$ cat config.mk
export PLATFORM = sky130hd
export DESIGN_NAME = ep0_stage_seq
export DESIGN_NICKNAME = d
export VERILOG_FILES = /design/src/rtl/ep0_seq_pkg.sv /design/src/rtl/ep0_hs_decide.sv /design/src/rtl/ep0_irq_ctl.sv /design/src/rtl/ep0_stage_seq.sv
export SDC_FILE = /design/constraint.sdc
export NUM_CORES = 1
export LEC_CHECK = 0
export BUFFER_PORTS_ARGS = -buffer_cell sky130_fd_sc_hd__buf_2
export CORE_UTILIZATION = 30
export DETAILED_ROUTE_END_ITERATION = 8
export REMOVE_ABC_BUFFERS = 1
export SYNTH_ARGS = -nofsm -noshare
export SYNTH_HDL_FRONTEND = slang
export SYNTH_SLANG_ARGS = --single-unit
$ cat constraint.sdc
create_clock -name clk -period 1.5 [get_ports clk]
set_input_delay 0.225 -clock clk [delete_from_list [all_inputs] [get_ports clk]]
set_output_delay 0.225 -clock clk [all_outputs]
set_load 0.005 [all_outputs]
$ cat src/rtl/ep0_seq_pkg.sv
package ep0_seq_pkg;

  typedef enum logic [1:0] {
    ST_IDLE   = 2'd0,
    ST_TX     = 2'd1,
    ST_RX     = 2'd2,
    ST_STATUS = 2'd3
  } ep0_state_e;

  typedef enum logic [1:0] {
    RSP_ACK   = 2'd0,
    RSP_NAK   = 2'd1,
    RSP_STALL = 2'd2,
    RSP_DATA  = 2'd3
  } ep0_resp_e;

  localparam int CSR_W    = 8;
  localparam int B_LOAD   = 0;
  localparam int B_RCVD   = 1;
  localparam int B_CLR    = 2;
  localparam int B_DEND   = 3;
  localparam int B_SSTALL = 4;
  localparam int B_SENT   = 5;
  localparam int B_PEND   = 6;
  localparam int B_SHORT  = 7;

  // a packet below the maximum size closes the data stage
  function automatic logic is_short(int len, int max_pkt);
    return len < max_pkt;
  endfunction

  // the status packet must be empty and carry DATA1
  function automatic logic status_pkt_good(int len, logic data1);
    return (len == 0) && data1;
  endfunction

endpackage

$ cat src/rtl/ep0_hs_decide.sv
module ep0_hs_decide
  import ep0_seq_pkg::*;
#(
  parameter int MAX_PKT = 32,
  localparam int CNT_W = $clog2(MAX_PKT + 1)
) (
  input  ep0_state_e       state_i,
  input  logic             in_tok_i,
  input  logic             out_pkt_i,
  input  logic [CNT_W-1:0] out_len_i,
  input  logic             out_data1_i,
  input  logic             stall_req_i,
  input  logic             loaded_i,
  input  logic             rcvd_i,
  output logic             fire_o,
  output ep0_resp_e        code_o,
  output logic             stall_o,
  output logic             accept_o,
  output logic             status_ok_o
);

  always_comb begin
    fire_o      = 1'b0;
    code_o      = RSP_NAK;
    stall_o     = 1'b0;
    accept_o    = 1'b0;
    status_ok_o = 1'b0;
    case (state_i)
      ST_TX: begin
        if (in_tok_i) begin
          fire_o = 1'b1;
          if (stall_req_i) begin
            code_o  = RSP_STALL;
            stall_o = 1'b1;
          end else if (loaded_i) begin
            code_o = RSP_DATA;
          end
        end
      end
      ST_RX: begin
        if (out_pkt_i) begin
          fire_o = 1'b1;
          if (stall_req_i) begin
            code_o  = RSP_STALL;
            stall_o = 1'b1;
          end else if (!rcvd_i) begin
            code_o   = RSP_ACK;
            accept_o = 1'b1;
          end
        end
      end
      ST_STATUS: begin
        if (out_pkt_i) begin
          fire_o = 1'b1;
          if (stall_req_i || !status_pkt_good(32'(out_len_i), out_data1_i)) begin
            code_o  = RSP_STALL;
            stall_o = 1'b1;
          end else begin
            code_o      = RSP_ACK;
            status_ok_o = 1'b1;
          end
        end else if (in_tok_i) begin
          fire_o = 1'b1;
          if (stall_req_i) begin
            code_o  = RSP_STALL;
            stall_o = 1'b1;
          end
        end
      end
      default: ;
    endcase
  end

endmodule

$ cat src/rtl/ep0_irq_ctl.sv
module ep0_irq_ctl #(
  parameter int N_SRC = 4
) (
  input  logic             clk,
  input  logic             rst_n,
  input  logic [N_SRC-1:0] src_i,
  input  logic             clr_i,
  output logic             irq_o,
  output logic             pend_o
);

  always_ff @(posedge clk or negedge rst_n) begin
    if (!rst_n) begin
      irq_o  <= 1'b0;
      pend_o <= 1'b0;
    end else begin
      irq_o  <= |src_i;
      pend_o <= (pend_o & ~clr_i) | (|src_i);
    end
  end

endmodule

$ cat src/rtl/ep0_stage_seq.sv
module ep0_stage_seq
  import ep0_seq_pkg::*;
#(
  parameter int MAX_PKT = 32,
  localparam int CNT_W = $clog2(MAX_PKT + 1)
) (
  input  logic             clk,
  input  logic             rst_n,
  input  logic             setup_i,
  input  logic             setup_dir_in_i,
  input  logic             in_tok_i,
  input  logic             in_ack_i,
  input  logic             out_pkt_i,
  input  logic [CNT_W-1:0] out_len_i,
  input  logic             out_data1_i,
  input  logic             fw_wr_i,
  input  logic [CSR_W-1:0] fw_wdata_i,
  output logic             resp_valid_o,
  output logic [1:0]       resp_code_o,
  output logic [1:0]       state_o,
  output logic [CSR_W-1:0] csr_o,
  output logic [CNT_W-1:0] rx_count_o,
  output logic             irq_o
);

  localparam int N_IRQ = 4;

  ep0_state_e       state_q;
  ep0_resp_e        code_q;
  ep0_resp_e        hs_code;
  logic             resp_valid_q;
  logic             loaded_q, rcvd_q, dend_q, sstall_q, sent_q;
  logic [CNT_W-1:0] cnt_q;
  logic             pend;

  // named internal events, also observed by the checker
  logic hs_fire, ev_stall, ev_rx_accept, ev_status_ok, ev_tx_sent, ev_rx_done;
  logic w_load, w_clr, w_dend, w_sstall, w_sent_clr, w_pend_clr;
  logic tok_gated, pkt_gated;

  assign w_load     = fw_wr_i & fw_wdata_i[B_LOAD];
  assign w_clr      = fw_wr_i & fw_wdata_i[B_CLR];
  assign w_dend     = fw_wr_i & fw_wdata_i[B_DEND];
  assign w_sstall   = fw_wr_i & fw_wdata_i[B_SSTALL];
  assign w_sent_clr = fw_wr_i & fw_wdata_i[B_SENT];
  assign w_pend_clr = fw_wr_i & fw_wdata_i[B_PEND];

  assign tok_gated = in_tok_i & ~setup_i;
  assign pkt_gated = out_pkt_i & ~setup_i;

  assign ev_tx_sent = ~setup_i & (state_q == ST_TX) & in_ack_i & loaded_q;
  assign ev_rx_done = ~setup_i & (state_q == ST_RX) & w_clr & (dend_q | w_dend);

  ep0_hs_decide #(.MAX_PKT(MAX_PKT)) hs_i (
    .state_i     (state_q),
    .in_tok_i    (tok_gated),
    .out_pkt_i   (pkt_gated),
    .out_len_i   (out_len_i),
    .out_data1_i (out_data1_i),
    .stall_req_i (sstall_q),
    .loaded_i    (loaded_q),
    .rcvd_i      (rcvd_q),
    .fire_o      (hs_fire),
    .code_o      (hs_code),
    .stall_o     (ev_stall),
    .accept_o    (ev_rx_accept),
    .status_ok_o (ev_status_ok)
  );

  ep0_irq_ctl #(.N_SRC(N_IRQ)) irq_i (
    .clk    (clk),
    .rst_n  (rst_n),
    .src_i  ({setup_i, ev_tx_sent, ev_rx_accept, ev_stall}),
    .clr_i  (w_pend_clr),
    .irq_o  (irq_o),
    .pend_o (pend)
  );

  always_ff @(posedge clk or negedge rst_n) begin
    if (!rst_n) begin
      state_q      <= ST_IDLE;
      code_q       <= RSP_ACK;
      resp_valid_q <= 1'b0;
      loaded_q     <= 1'b0;
      rcvd_q       <= 1'b0;
      dend_q       <= 1'b0;
      sstall_q     <= 1'b0;
      sent_q       <= 1'b0;
      cnt_q        <= '0;
    end else begin
      resp_valid_q <= hs_fire;
      code_q       <= hs_code;
      // firmware actions first, then events take precedence
      if (w_load)     loaded_q <= 1'b1;
      if (w_clr)      rcvd_q   <= 1'b0;
      if (w_dend)     dend_q   <= 1'b1;
      if (w_sstall)   sstall_q <= 1'b1;
      if (w_sent_clr) sent_q   <= 1'b0;
      if (ev_rx_accept) begin
        rcvd_q <= 1'b1;
        cnt_q  <= out_len_i;
      end
      if (ev_tx_sent) begin
        loaded_q <= 1'b0;
        if (dend_q) begin
          state_q <= ST_STATUS;
          dend_q  <= 1'b0;
        end
      end
      if (ev_rx_done) begin
        state_q <= ST_STATUS;
        dend_q  <= 1'b0;
      end
      if (ev_status_ok) state_q <= ST_IDLE;
      if (ev_stall) begin
        state_q  <= ST_IDLE;
        sstall_q <= 1'b0;
        sent_q   <= 1'b1;
        loaded_q <= 1'b0;
        dend_q   <= 1'b0;
      end
      if (setup_i) begin
        state_q  <= setup_dir_in_i ? ST_TX : ST_RX;
        loaded_q <= 1'b0;
        rcvd_q   <= 1'b0;
        dend_q   <= 1'b0;
      end
    end
  end

  assign resp_valid_o = resp_valid_q;
  assign resp_code_o  = code_q;
  assign state_o      = state_q;
  assign rx_count_o   = rcvd_q ? cnt_q : '0;

  always_comb begin
    csr_o           = '0;
    csr_o[B_LOAD]   = loaded_q;
    csr_o[B_RCVD]   = rcvd_q;
    csr_o[B_DEND]   = dend_q;
    csr_o[B_SSTALL] = sstall_q;
    csr_o[B_SENT]   = sent_q;
    csr_o[B_PEND]   = pend;
    csr_o[B_SHORT]  = rcvd_q & is_short(32'(cnt_q), MAX_PKT);
  end

endmodule

==> results of run 1 <==
worst min-delay path by stage:
stage	to	cells past startpoint
finish	state_o[1]	2
global route	resp_valid_o	2
CTS	state_o[1]	2
detailed placement	cnt_q[1]	1
global placement	cnt_q[3]	1
floorplan	cnt_q[0]	0
area by class of cell:
type / instances / area (um2)
Clock buffer: 4 / 36.3
Fill cell: 300 / 1650
Inverter: 1 / 3.75
Multi-Input combinational cell: 60 / 502
Sequential cell: 18 / 450
Tap cell: 44 / 55.1
Timing Repair Buffer: 55 / 333
power by group through the flow:
stage                     Sequential [mW]  Clock [mW]  Combinational, mW
final                               0.702       0.304              0.590
after global routing                0.724       0.331              0.638
after CTS                           0.704       0.310              0.567
after detailed placement            0.710           0              0.511
after global placement              0.701           0              0.503
after floorplan                     0.729           0              0.213
flip-flops by register name, summed over array words and instances (netlist names):
signal	count
cnt_q	6
dend_q	1
irq_i.irq_o	1
irq_i.pend_o	1
loaded_q	1
rcvd_q	1
resp_code_o	2
resp_valid_o	1
sent_q	1
sstall_q	1
state_o	2
through the flow:
step | util | power [mW] | cell area [um2] | hold slack [ns]
floorplan | - | 0.941 | 882 | -0.0706
global placement | 0.410 | 1.20 | 1240 | 0.175
detailed placement | 0.410 | 1.22 | 1240 | 0.177
CTS | 0.444 | 1.58 | 1340 | 0.131
global route | 0.456 | 1.69 | 1380 | 0.140
finish | 0.456 | 1.60 | 1380 | 0.138
cell usage after synthesis (all sizes together):
library cell | instances | area share
or2b | 1 | 0.0079
nand3 | 2 | 0.011
a2111oi | 2 | 0.018
mux2 | 6 | 0.071
a21oi | 6 | 0.032
and2 | 6 | 0.039
nand2 | 6 | 0.024
nor3 | 2 | 0.011
nand3b | 3 | 0.024
clkbuf | 2 | 0.0079
nor4 | 2 | 0.020
a21boi | 1 | 0.0079
nor4b | 2 | 0.018
o31ai | 1 | 0.0079
a31oi | 1 | 0.0066
a31o | 1 | 0.0092
a41o | 4 | 0.055
a22oi | 1 | 0.0079
buf | 9 | 0.066
dfrtp | 18 | 0.47
or4 | 1 | 0.0079
nor2 | 5 | 0.020
o2111ai | 1 | 0.0092
inv | 1 | 0.0039
nor2b | 2 | 0.013
or3 | 1 | 0.0079
a21o | 2 | 0.018
conb | 1 | 0.0039
worst max-delay path, stage by stage, from the launching register on:
cell     delay [ns]
dfrtp_1        0.41
buf_6          0.13
a21o_4         0.19
a41o_4         0.28
or4_1          0.51
per-layer routing:
layer / track usage / up-vias / routed length [um] / share of wire
met2: 0.263 / 33 / 1150 / 0.50
met3: 0.0132 / 5 / 114 / 0.049
met5: 0 / - / 0 / 0
met4: 0.0748 / 0 / 51 / 0.022
li1: - / 419 / - / -
met1: 0.182 / 416 / 1010 / 0.43
repair_timing:
action                                 4_1_cts  5_1_grt
hold buffers                                 1        0
pin swaps                                    6        3
buffers inserted                             1        2
endpoints found under the hold margin       18        0
resized for setup                            8        8
setup endpoints to repair                   12       11
logic make-up (layout without fill, tap and decap cells):
kind of cell | count (synthesis) | count (layout) | synth area share
buf+inv | 12 | 60 | 0.0775
other cells | 1 | 1 | 0.00394
flops | 18 | 18 | 0.473
mux | 6 | 6 | 0.0710
compound gates | 20 | 20 | 0.172
simple gates | 33 | 33 | 0.202
==> impl_metrics.py, run 1 <==
metrics = {
    "status": {
        "status": "finished, violations left",
        "failed_checks": "setup timing",
    },
    "timing": {
        "worst_pin_slew_ns": 0.626,
        "hold_violations": 0,
        "fin_crit_ns": 1.65,
        "setup_tns_ns": -0.769,
        "setup_viol": 11,
        "relSlewSlack": 0.579,
        "finalWorstSetupSlack_ns": -0.151,
        "finClkSkew_ns": 0.00253,
        "max_clock_freq_mhz": 606,
        "rsz0062_at_grt": "yes",
        "slew_violations": 0,
        "period_share": 1.10,
    },
    "clock_tree": {
        "cts_tree": "done",
        "cts_buffers": 3,
        "clkTransAtPathRegs_ns": 0.10,
        "cts_root_buf": "clkbuf_4",
        "clockBufferDepth": 2,
        "clk_latency_ns": 0.30,
        "h-tree-depth": 1,
        "cts.sinks": 18,
    },
    "final_layout": {
        "final_common_cell": "buf_2",
        "mostFrequentLayoutCells": "39 x buf_2, 18 x dfrtp_1, 12 x buf_4",
        "area_delta_synth_final_pct": 44.9,
        "drive_above_1_share": 0.558,
        "num_antenna_cells": 0,
        "fin_cells": 182,
        "nets": 162,
    },
    "power_and_ir_drop": {
        "switching_share": 0.302,
        "p_int_mw": 1.11,
        "p_per_area_mw_per_mm2": 1160,
        "p_clk_frac": 0.190,
        "seqPwrFrac": 0.440,
        "combPwrFrac": 0.370,
        "ir_drop_v": 0.000373,
        "p_sw_mw": 0.483,
        "leakagePower_nw": 0.661,
    },
    "place": {
        "dpl.hpwl_um": 1760,
        "dp_cells": 175,
        "gp_congestion": 0.807,
        "place_ws_ns": -0.252,
        "portBuffers": 39,
    },
    "floorplanning": {
        "start_util": 0.314,
        "rows": 20,
        "core_mm2": 0.00303,
        "die_y_um": 58.3,
        "dieWidth_um": 58.3,
        "die-area_mm2": 0.00340,
        "io_pins": 43,
    },
    "setup_path": {
        "cp.arrival_ns": 1.83,
        "timing.rr.end": "irq_i.pend_o",
        "ff2ff_setup_slack_ns": -0.15,
        "worst_setup_path_end_kind": "register",
        "cp-start-kind": "register",
        "timing.rr.start": "sstall_q",
        "critical_path_required_ns": 1.68,
        "critPathCapture": "irq_i.pend_o",
        "critPathMaxFanout": 4,
        "crit_path_start": "sstall_q",
        "crit_type": "register to register",
        "r2r_cells": 4,
    },
    "yosys": {
        "ys_warn_count": 0,
        "postSynthAreaPerCell_um2": 10.6,
        "seq_area_frac_synth": 0.473,
        "ys_ff_latch": 18,
        "postSynthCellCount": 90,
        "synth_area_um2": 952,
        "synth_cell_type_count": 32,
    },
    "worst_hold_path": {
        "hold_class": "input port to register",
        "hp-start": "setup_dir_in_i",
    },
    "global_route": {
        "grt_usage": 0.149,
        "grt_pass1_vias": 870,
        "grt_max_degree": 19,
        "grt_pass1_wl_um": 3850,
        "antenna_found_initial": 0,
        "grt_overflow": 0,
    },
    "routing": {
        "ant_nets": 0,
        "dr.pass1.iters": 4,
        "via_per_inst": 4.80,
        "drtIter0Drc": 20,
        "wl_um": 2330,
        "route.detailed.wl_per_inst_um": 12.8,
        "drcViolationCount": 0,
        "vias": 873,
    },
    "job": {
        "maxCapViolations": 0,
    },
}
(Power assumes the default switching activity.)
==> run 2: changes to the inputs <==
- SYNTH_HIERARCHICAL: unset -> 1
==> impl_metrics.py, run 2 <==
metrics = {
    "yosys": {
        "postSynthCellCount": 92,
        "synth_area_um2": 975,
        "synth_xor_xnor_area_share": 0,
        "synth_simple_gate_area_frac": 0.241,
        "synth_fa_ha_area_frac": 0,
        "ys_ff_latch": 18,
        "synth_area_leader_cell": "dfrtp_1",
        "synthMuxAreaShare": 0.0693,
        "synth_cell_type_count": 31,
        "ys_warn_count": 6,
        "yosysMostFrequentCell": "dfrtp_1",
        "ys_async_sr_fraction": 1.00,
        "synth_edf_count": 0,
        "seq_area_frac_synth": 0.462,
        "synth_flop_cell": "dfrtp_1",
        "synth_area_leaders": "dfrtp_1 46%, mux2_2 6.9%, buf_4 5.4%, and2_1 4.5%, a21oi_1 4.1%",
        "netlist.area_leader.share": 0.462,
        "postSynthAreaPerCell_um2": 10.6,
        "synth_top_family_by_area": "simple AND/OR/NAND/NOR gates",
        "synth_common_cells": "18 x dfrtp_1, 9 x nand2_1, 8 x a21oi_1",
        "synth_compound_gate_area_share": 0.142,
    },
    "global_route": {
        "antenna_found_initial": 0,
        "grt_overflow": 0,
        "grt_max_degree": 19,
        "grt_pass1_wl_um": 3880,
        "grt_usage": 0.152,
        "grt_pass1_vias": 866,
    },
    "routing": {
        "via_per_inst": 4.67,
        "ant_nets": 0,
        "drtIter0Drc": 24,
        "wl_um": 2430,
        "dr.pass1.iters": 4,
        "drcViolationCount": 0,
        "vias": 888,
        "route.detailed.wl_per_inst_um": 12.8,
    },
    "clock_tree": {
        "clk_latency_ns": 0.30,
        "cts_tree": "done",
        "clkTransAtPathRegs_ns": 0.10,
        "clockBufferDepth": 2,
        "cts_root_buf": "clkbuf_4",
        "h-tree-depth": 1,
        "cts_buffers": 3,
        "cts.sinks": 18,
    },
    "setup_path": {
        "critical_path_required_ns": 1.70,
        "timing.rr.start": "state_o[1]",
        "crit_type": "register to register",
        "cp-start-kind": "register",
        "cp.arrival_ns": 1.90,
        "worst_setup_path_end_kind": "register",
        "ff2ff_setup_slack_ns": -0.20,
        "critPathMaxFanout": 5,
        "crit_path_start": "state_o[1]",
    },
    "final_layout": {
        "fin_cells": 190,
        "num_antenna_cells": 0,
        "nets": 170,
        "mostFrequentLayoutCells": "39 x buf_2, 17 x dfrtp_1, 15 x buf_4",
        "area_delta_synth_final_pct": 45.8,
        "regMostFlops": "cnt_q",
        "final_common_cell": "buf_2",
        "largest_reg_flops": 6,
        "drive_above_1_share": 0.562,
    },
    "power_and_ir_drop": {
        "ir_drop_v": 0.000312,
        "leakagePower_nw": 0.723,
        "power_mw": 1.45,
        "p_per_area_mw_per_mm2": 1020,
    },
    "floorplanning": {
        "core_mm2": 0.00308,
        "io_pins": 43,
        "die-area_mm2": 0.00348,
        "rows": 20,
        "start_util": 0.317,
        "dieWidth_um": 59,
        "die_y_um": 59,
    },
    "timing": {
        "fin_crit_ns": 1.70,
        "setup_tns_ns": -1.11,
        "rsz0062_at_grt": "yes",
        "slew_violations": 0,
        "max_clock_freq_mhz": 589,
        "setup_viol": 12,
        "hold_violations": 0,
        "finClkSkew_ns": 0.00139,
        "finalWorstSetupSlack_ns": -0.197,
        "holdWs_ns": 0.114,
        "period_share": 1.13,
    },
    "place": {
        "dp_cells": 181,
        "portBuffers": 39,
        "dpl.hpwl_um": 1880,
        "gp_congestion": 0.932,
    },
    "status": {
        "status": "finished, violations left",
        "failed_checks": "setup timing",
    },
    "worst_hold_path": {
        "hold_class": "input port to register",
        "hp-start": "setup_dir_in_i",
    },
    "job": {
        "maxCapViolations": 0,
    },
}
==> run 2: cell types whose count changed in the layout (fill, tap and decap cells not counted), moves of 2 or more <==
cell / delta
buf_6: +2
a21o_1: +3
inv_1: +2
mux2_2: -5
and2b_2: +2
a41o_1: -2
nor2_1: +2
mux2_4: +5
buf_4: +3
nand3b_1: -3
nand2_1: +3
==> run 2: per-stage QoR <==
step / utilization / instance area, um2 / worst slack, ns
after floorplan: - / 907 / -0.485
final: 0.462 / 1420 / -0.197
after global placement: 0.413 / 1270 / -0.279
after global routing: 0.462 / 1420 / -0.234
after CTS: 0.456 / 1400 / -0.201
after detailed placement: 0.413 / 1270 / -0.370
==> run 2: what timing repair did <==
action / CTS / global route
hold buffers: 1 / 0
hold endpoints to repair: 18 / 0
setup endpoints to repair: 12 / 13
pin swaps: 3 / 0
setup buffers: 4 / 0
resized for setup: 13 / 4
==> run 2: worst paths after layout <==
kind	end	depth (start not counted)
worst min register to register	irq_i/pend_o	1
max in group asynchronous	state_o[0]	2
worst max-delay path	irq_i/pend_o	5
worst max register to register	irq_i/pend_o	5
worst min-delay path	state_o[1]	2
min in group asynchronous	cnt_q[2]	2
==> run 2: critical path, stage by stage (launching register included) <==
cell	delay, ns
dfrtp_1	0.43
nand2_1	0.18
o22ai_1	0.12
a21o_1	0.21
or4_4	0.48
a21o_1	0.16
==> run 2: kinds of logic after synthesis <==
| family | Yosys count |
|---|---|
| and+or+nand+nor | 37 |
| DFF | 18 |
| muxes | 6 |
| buffers and inverters | 12 |
| other | 1 |
| AOI/OAI and AO/OA | 18 |
==> run 2: power by group <==
| group | internal [mW] | total [mW] | switching (mW) |
|---|---|---|---|
| combinational | 0.282 | 0.466 | 0.184 |
| sequential | 0.605 | 0.678 | 0.0737 |
| clock | 0.148 | 0.305 | 0.157 |
==> run 2: final cells by class <==
cell class	instances	area [um2]
Clock buffer	4	36.3
Fill cell	303	1660
Inverter	3	11.3
Multi-Input combinational cell	62	504
Sequential cell	18	452
Tap cell	44	55.1
Timing Repair Buffer	59	363
==> run 2: per-layer routing <==
layer / part of all wire / global-route usage / up-vias
li1: - / - / 424
met1: 0.44 / 0.189 / 418
met2: 0.50 / 0.258 / 41
met3: 0.042 / 0.0218 / 5
met4: 0.019 / 0.0714 / 0
met5: 0 / 0 / -
==> run 3: changes to the inputs <==
- ABC_AREA: unset -> 1
- CAP_MARGIN: unset -> 0
==> impl_metrics.py, run 3 <==
metrics = {
    "status": {
        "status": "finished clean",
    },
    "power_and_ir_drop": {
        "switching_share": 0.356,
        "leakagePower_nw": 0.888,
        "p_int_mw": 1.04,
        "ir_drop_v": 0.000350,
        "p_per_area_mw_per_mm2": 1100,
        "seqPwrFrac": 0.467,
        "p_sw_mw": 0.576,
        "combPwrFrac": 0.385,
        "power_mw": 1.62,
        "p_clk_frac": 0.149,
    },
    "yosys": {
        "postSynthCellCount": 151,
        "synth_area_leader_cell": "dfrtp_1",
        "synth_flop_cell": "dfrtp_1",
        "ys_warn_count": 6,
        "yosysMostFrequentCell": "nand2_1",
        "ys_ff_latch": 18,
        "synth_cell_type_count": 24,
        "seq_area_frac_synth": 0.412,
        "netlist.area_leader.share": 0.412,
        "synth_edf_count": 0,
        "synth_area_mm2": 0.00109,
        "ys_async_sr_fraction": 1.00,
        "synth_area_leaders": "dfrtp_1 41%, nand2_1 17%, inv_1 8.6%, buf_4 4.8%, nor2_1 4.1%",
        "postSynthAreaPerCell_um2": 7.24,
        "synth_common_cells": "49 x nand2_1, 25 x inv_1, 18 x dfrtp_1",
    },
    "timing": {
        "finClkSkew_ns": 0.00178,
        "fin_crit_ns": 1.48,
        "setup_viol": 0,
        "period_share": 0.989,
        "max_clock_freq_mhz": 674,
        "rsz0062_at_grt": "yes",
        "finalWorstSetupSlack_ns": 0.0167,
        "slew_violations": 0,
        "hold_violations": 0,
    },
    "routing": {
        "dr.pass1.iters": 4,
        "wl_um": 2400,
        "drtIter0Drc": 36,
        "vias": 1007,
        "route.detailed.wl_per_inst_um": 9.69,
        "via_per_inst": 4.06,
        "drcViolationCount": 0,
        "ant_nets": 0,
    },
    "setup_path": {
        "crit_type": "register to register",
        "cp.arrival_ns": 1.67,
        "worst-path-buf-inv": 2,
        "cp-start-kind": "register",
        "critical_path_required_ns": 1.69,
        "crit_top_cell": "nand2_1",
        "path_delay_family": "simple AND/OR/NAND/NOR gates",
        "path_cells": "nand2_1 > a21oi_1 > nand2_4 > nand3_4 > nor2_4 > inv_2 > nor2_8 > inv_2 > o21ai_2 > nand2_1 > nand2_1",
        "worst_setup_path_end_kind": "register",
        "crit_slowest_cell": "dfrtp_1",
        "slowest_delay_ns": 0.46,
        "critPathMaxFanout": 6,
    },
    "global_route": {
        "grt_max_degree": 19,
        "antenna_found_initial": 0,
        "grt_overflow": 0,
        "grt_pass1_wl_um": 4330,
        "grt_usage": 0.143,
        "grt_pass1_vias": 954,
    },
    "floorplanning": {
        "die-area_mm2": 0.00389,
        "start_util": 0.320,
        "die_y_um": 62.4,
        "dieWidth_um": 62.4,
        "rows": 21,
        "core_mm2": 0.00342,
        "io_pins": 43,
    },
    "final_layout": {
        "regMostFlops": "cnt_q",
        "final_common_cell": "nand2_1",
        "num_antenna_cells": 0,
        "nets": 227,
        "mostFrequentLayoutCells": "48 x nand2_1, 39 x buf_2, 25 x inv_1",
        "multi_input_area_um2": 498,
        "seqCellArea_um2": 450,
        "drive_above_1_share": 0.386,
        "area_delta_synth_final_pct": 34.8,
        "fillers": 367,
        "largest_reg_flops": 6,
    },
    "clock_tree": {
        "cts_root_buf": "clkbuf_4",
        "cts.sinks": 18,
        "cts_tree": "done",
        "clkTransAtPathRegs_ns": 0.10,
        "clk_latency_ns": 0.29,
        "cts_buffers": 3,
        "clockBufferDepth": 2,
        "h-tree-depth": 1,
    },
    "job": {
        "maxCapViolations": 0,
    },
    "place": {
        "place_ws_ns": 0.00509,
        "dpl.hpwl_um": 1850,
        "gp_congestion": 0.758,
        "portBuffers": 39,
    },
    "worst_hold_path": {
        "hold_class": "input port to register",
    },
}
[run 3: worst paths after layout]
check	slack, ns	cells past startpoint	startpoint	endpoint
min in group asynchronous	0.39	2	rst_n	irq_i/pend_o
worst min-delay path	0.15	3	out_len_i[4]	cnt_q[4]
worst min register to register	0.48	2	cnt_q[2]	cnt_q[2]
worst max-delay path	0.02	11	state_o[0]	state_o[1]
max in group asynchronous	0.81	2	rst_n	sent_q
worst max register to register	0.02	11	state_o[0]	state_o[1]
[run 3: kinds of logic after synthesis]
kind of cell / after synthesis / share of synthesized area
compound gates: 12 / 0.0606
other cells: 1 / 0.00343
buf+inv: 38 / 0.161
simple gates: 82 / 0.363
flops: 18 / 0.412
[run 3: timing repair]
action	4_1_cts	5_1_grt
resized for setup	1	6
buffers inserted	0	0
setup endpoints to repair	2	5
hold buffers	1	0
hold endpoints to repair	18	0
[run 3: tightest hold or removal path, cell delays in order]
cell,delay (ns)
buf_2,0.09
nand2_1,0.04
nand2_1,0.05
[run 3: final cells by class]
| cell class | count | area share |
|---|---|---|
| multi-input cells | 95 | 0.338 |
| flip-flops and latches | 18 | 0.306 |
| repair buffers | 57 | 0.228 |
| inverters | 29 | 0.0739 |
| well taps | 46 | 0.0390 |
| clock buffers | 3 | 0.0153 |
[run 3: per-layer routing]
metal	wire, um	vias up	global-route usage
li1	-	550	-
met1	1190	425	0.192
met2	1080	28	0.228
met3	99	4	0.0237
met4	40	0	0.0610
met5	0	-	0
[run 3: power by group through the flow]
stage	sequential, mW	clock [mW]	combinational (mW)
after floorplan	0.773	0	0.288
after global placement	0.764	0	0.597
after detailed placement	0.766	0	0.606
after CTS	0.757	0.257	0.613
after global routing	0.781	0.272	0.720
final	0.754	0.241	0.622
[run 3: stage by stage]
| step | utilization | hold WS, ns | instances | TNS [ns] | instance area, um2 |
|---|---|---|---|---|---|
| finish | 0.432 | 0.145 | 248 | 0 | 1470 |
| global route | 0.432 | 0.143 | 248 | -0.219 | 1470 |
| CTS | 0.423 | 0.137 | 248 | 0 | 1440 |
| floorplan | - | -0.0706 | 142 | -0.139 | 1030 |
| detailed placement | 0.412 | 0.192 | 244 | 0 | 1410 |
| global placement | 0.412 | 0.183 | 244 | 0 | 1410 |
